`src/rtl/stopclk_pkg.sv`:
```
package stopclk_pkg;
   typedef enum logic [2:0] {
      ST_IDLE     = 3'd0,
      ST_WAIT_BND = 3'd1,
      ST_DRAIN    = 3'd2,
      ST_ISSUE    = 3'd3,
      ST_WAIT_ACK = 3'd4,
      ST_STOPPED  = 3'd5
   } stop_state_e;
endpackage

```
`src/rtl/stopclk_sync.sv`:
```
module stopclk_sync #(
   parameter int STAGES = 2
) (
   input  logic clk,
   input  logic rst_n,
   input  logic async_n,
   output logic sync_n
);
   generate
      if (STAGES < 2) begin : g_bad_stages
         $error("stopclk_sync: STAGES must be at least 2");
      end
   endgenerate

   logic [STAGES-1:0] chain;

   always_ff @(posedge clk or negedge rst_n) begin
      if (!rst_n) chain <= '1;
      else        chain <= {chain[STAGES-2:0], async_n};
   end

   assign sync_n = chain[STAGES-1];
endmodule

```
`src/rtl/stopclk_ack_sel.sv`:
```
module stopclk_ack_sel #(
   parameter bit ACCEPT_BURST = 1'b1
) (
   input  logic rdy_i,
   input  logic brdy_i,
   output logic ack_o
);
   generate
      if (ACCEPT_BURST) begin : g_both
         assign ack_o = rdy_i | brdy_i;
      end else begin : g_rdy_only
         assign ack_o = rdy_i | (brdy_i & 1'b0);
      end
   endgenerate
endmodule

```
`src/rtl/stopclk_fsm.sv`:
```
module stopclk_fsm
   import stopclk_pkg::*;
(
   input  logic clk,
   input  logic rst_n,
   input  logic req_act,
   input  logic boundary,
   input  logic irq,
   input  logic pipe_mt,
   input  logic wbuf_mt,
   input  logic ack,
   output logic halt_o,
   output logic drain_o,
   output logic cyc_o,
   output logic stop_o,
   output logic err_o
);
   stop_state_e state, state_nxt;
   logic        err_nxt;

   always_comb begin
      state_nxt = state;
      err_nxt   = 1'b0;
      unique case (state)
         ST_IDLE:     if (req_act) state_nxt = ST_WAIT_BND;
         ST_WAIT_BND: if (boundary && !irq) state_nxt = ST_DRAIN;
         ST_DRAIN:    if (pipe_mt && wbuf_mt) state_nxt = ST_ISSUE;
         ST_ISSUE:    state_nxt = ST_WAIT_ACK;
         ST_WAIT_ACK: if (ack) state_nxt = ST_STOPPED;
         ST_STOPPED:  if (!req_act) state_nxt = ST_IDLE;
         default:     state_nxt = ST_IDLE;
      endcase
      if (!req_act && state != ST_IDLE && state != ST_STOPPED) begin
         state_nxt = ST_IDLE;
         err_nxt   = 1'b1;
      end
   end

   always_ff @(posedge clk or negedge rst_n) begin
      if (!rst_n) begin
         state <= ST_IDLE;
         err_o <= 1'b0;
      end else begin
         state <= state_nxt;
         err_o <= err_nxt;
      end
   end

   assign drain_o = (state == ST_DRAIN);
   assign cyc_o   = (state == ST_ISSUE);
   assign stop_o  = (state == ST_STOPPED);
   assign halt_o  = drain_o || cyc_o || stop_o || (state == ST_WAIT_ACK);
endmodule

```
`src/rtl/stopclk_ctrl.sv`:
```
module stopclk_ctrl #(
   parameter int SYNC_STAGES      = 2,
   parameter bit ACCEPT_BURST_ACK = 1'b1
) (
   input  logic clk,
   input  logic rst_n,
   input  logic stop_req_n,
   input  logic insn_boundary,
   input  logic irq_pending,
   input  logic pipe_empty,
   input  logic wbuf_empty,
   input  logic bus_rdy,
   input  logic bus_brdy,
   output logic halt_issue,
   output logic drain_req,
   output logic spc_req,
   output logic stopped,
   output logic proto_err
);
   logic req_sync_n;
   logic ack;

   stopclk_sync #(.STAGES(SYNC_STAGES)) u_sync (
      .clk(clk), .rst_n(rst_n), .async_n(stop_req_n), .sync_n(req_sync_n)
   );

   stopclk_ack_sel #(.ACCEPT_BURST(ACCEPT_BURST_ACK)) u_ack (
      .rdy_i(bus_rdy), .brdy_i(bus_brdy), .ack_o(ack)
   );

   stopclk_fsm u_fsm (
      .clk(clk), .rst_n(rst_n), .req_act(!req_sync_n),
      .boundary(insn_boundary), .irq(irq_pending),
      .pipe_mt(pipe_empty), .wbuf_mt(wbuf_empty), .ack(ack),
      .halt_o(halt_issue), .drain_o(drain_req), .cyc_o(spc_req),
      .stop_o(stopped), .err_o(proto_err)
   );
endmodule

```
`config.mk`:
```
export PLATFORM = sky130hd
export DESIGN_NAME = stopclk_ctrl
export DESIGN_NICKNAME = d
export VERILOG_FILES = /design/src/rtl/stopclk_pkg.sv /design/src/rtl/stopclk_sync.sv /design/src/rtl/stopclk_ack_sel.sv /design/src/rtl/stopclk_fsm.sv /design/src/rtl/stopclk_ctrl.sv
export SDC_FILE = /design/constraint.sdc
export NUM_CORES = 1
export LEC_CHECK = 0
export ABC_AREA = 0
export BUFFER_PORTS_ARGS = -buffer_cell sky130_fd_sc_hd__buf_2
export CAP_MARGIN = 20
export CORE_AREA = 3 3 40 42
export DETAILED_ROUTE_END_ITERATION = 10
export DIE_AREA = 0 0 43 45
export GPL_ROUTABILITY_DRIVEN = 0
export SLEW_MARGIN = 20
export SYNTH_ARGS = -nofsm -noshare
export SYNTH_HDL_FRONTEND = slang
export SYNTH_SLANG_ARGS = --single-unit
```
`constraint.sdc`:
```
create_clock -name clk -period 1.7 [get_ports clk]
set_input_delay 0.17 -clock clk [delete_from_list [all_inputs] [get_ports clk]]
set_output_delay 0.17 -clock clk [all_outputs]
set_load 0.05 [all_outputs]
```
==> results.md <==
* Die Y at 45 um
* #FFs+latches synth at 6
* Worst clock skew at 2.23 ps
* Hold crit path type: in2reg
* Clk sinks at 6
* Commonest non-fill, non-tap cell in the layout: buf_2
* Most frequent cells in the layout: buf_2, nor2_1, nand2_1, dfrtp_1, clkbuf_4
* Yosys warning total at 0
* Post-synth EDFFs at 0
* Max-slew violations at 0
* Antenna viol nets, final at 0
* Port Buffers at 13
* Nets at 59
* Worst-case clock buffer depth at 2
* P per Cell Area at 1200 nW/um^2
* Post-DP HPWL at 548 um
* Grt total ovfl at 0
* Residual DRC at 0
* Mean Syn Cell Area at 10.5 um^2
* Vias/cell at 4.65
* Fraction of layout cells with a size suffix above 1 at 45.8%
* FMAX at 0.667 GHz
* Syn Inst Count at 33
* Syn_nets at 42
* 1st-pass router iterations at 2
* Initial Utilization at 27.1%
* Critical Path RT at 1530 ps
* Maxcap violations at 0
* IO Pins at 14
* Final WS setup at 200 ps
* Vias post-DR at 293
* Total GRT Usage at 9.05%
* H-tree depth at 1
* Met3 routed WL at 43 um
* Met1 WL at 315 um
* Vias in the first global route at 280
* Startpoint class of the critical path: flop
* Worst Path Max Fanout at 7
* Synth top area share at 28.8%
* DR WL met2 at 328 um
* Post-synth cell types at 21
* Clock transition at the registers of the reported paths at 40 ps
* Minimum clock period at 1500 ps
* Yosys top cell by area: dfrtp_1
* Final period util at 88.2%
* Fillers at 138
* Die Span X at 43 um
* Clock Latency Late Sink at 240 ps
* Slew margin rel. at 76.5%
* Post-Route WL at 709 um
* Worst Setup End Kind: output port
* First-pass GRT wire length at 1240 um
* Crit path kind: reg2out
* Share of flip-flops with an asynchronous set or reset at 100%
* CTS Buf Count at 3
* Layout area overhead at 28.8%
* Worst slack at placement at 374 ps
* Drt wl/cell at 11.3 um
* Mapped Area at 348 um^2
* Sequential cell area fraction in the yosys report at 43.9%
* Leakage at 0.236 nW
* Largest net degree at the start of global routing at 10
* Slew @ Worst Pin at 352 ps
* Post-CTS Setup Bufs at 0
* Critical path data arrival time at 1330 ps
* Die area at 1940 um^2
* CORE AREA at 1280 um^2
* Diodes inserted at 0
* Drt first-iter violations at 3
* Endpoints failing hold at 0
* CTS root buf: clkbuf_4
* WHS at 33.9 ps
* Setup TNS Final at 0 ps
* Status: finished, final reports clean
* FP Rows at 13
* RSZ-0062 raised after global routing: no
* Initial antenna violation count at 0
* Worst vdd ir at 0.379 mV
* Setup-failing EPs final at 0
* Largest cells by area after synthesis: dfrtp_1, dfstp_2, nand3b_4
* CTS tree: built
* Main synth FF type: dfrtp_1
* DR top layer: met4
-- kinds of logic (layout without fill, tap and decap cells) --
family	count (synthesis)	after routing	share of synthesized area [%]
and+or+nand+nor	14	14	22.7
AOI/OAI and AO/OA	8	8	21.9
DFF	6	6	43.9
buffers and inverters	3	18	5.75
xor gates and xnor gates	1	1	2.52
muxes	1	1	3.24
-- area by class of cell --
type                       instances  area [um^2]  share of cell area [%]
inverter                           1         3.75                   0.838
timing repair buffer              14         75.1                    16.8
clock buffer                       3         22.5                    5.03
sequential                         6          153                    34.1
tap                               15         18.8                    4.19
multi-input combinational         24          175                    39.1
-- cells in the mapped netlist, drive strengths merged (2+ instances only) --
cell	instances
buf	2
nand2	4
nand2b	2
o21a	2
nor2	4
dfstp	2
dfrtp	4
-- layer usage --
metal  up-vias  global-route usage, %
li1        148                      -
met1       135                   10.8
met2         8                   11.7
met3         2                   2.79
met4         0                   10.8
met5         -                      0
-- report_power, final --
group	internal [mW]	switching [mW]	total [mW]
Combinational	0.0777	0.120	0.197
Sequential	0.170	0.0471	0.217
Clock	0.0794	0.0452	0.125
-- worst paths after layout --
check | start | end | slack [ps] | depth (start not counted)
worst min-delay path | stop_req_n | u_sync.chain[0] | 30 | 1
worst min register to register | u_sync.chain[0] | u_sync.chain[1] | 360 | 0
min in group asynchronous | rst_n | u_fsm.state[0] | 280 | 2
max in group asynchronous | rst_n | u_sync.chain[1] | 1200 | 2
worst max-delay path | u_fsm.state[2] | drain_req | 200 | 3
worst max register to register | u_fsm.state[0] | u_fsm.state[0] | 380 | 4
-- critical path: stages, from the launching register on --
cell and delay [ps]:
dfrtp_1 450, nand2b_1 260, nor2_1 110, buf_2 270
-- flip-flops by register name (all words and copies together) (netlist names) --
| name | count |
|---|---|
| u_fsm.state | 3 |
| u_sync.chain | 2 |
| u_fsm.err_o | 1 |
-- per-stage QoR --
stage	utilization, %	total power [mW]	instances	area [um^2]
final	34.9	0.539	63	448
after global routing	34.9	0.585	63	448
after CTS	34.9	0.550	63	448
after detailed placement	32.3	0.417	59	415
after global placement	32.3	0.411	59	415
after floorplan	-	0.392	33	348
-- what timing repair did --
item,in CTS,in global routing
endpoints found under the hold margin,6,0
hold buffers,1,0
resized for setup,0,0
Power figures use the tool's default switching activity.
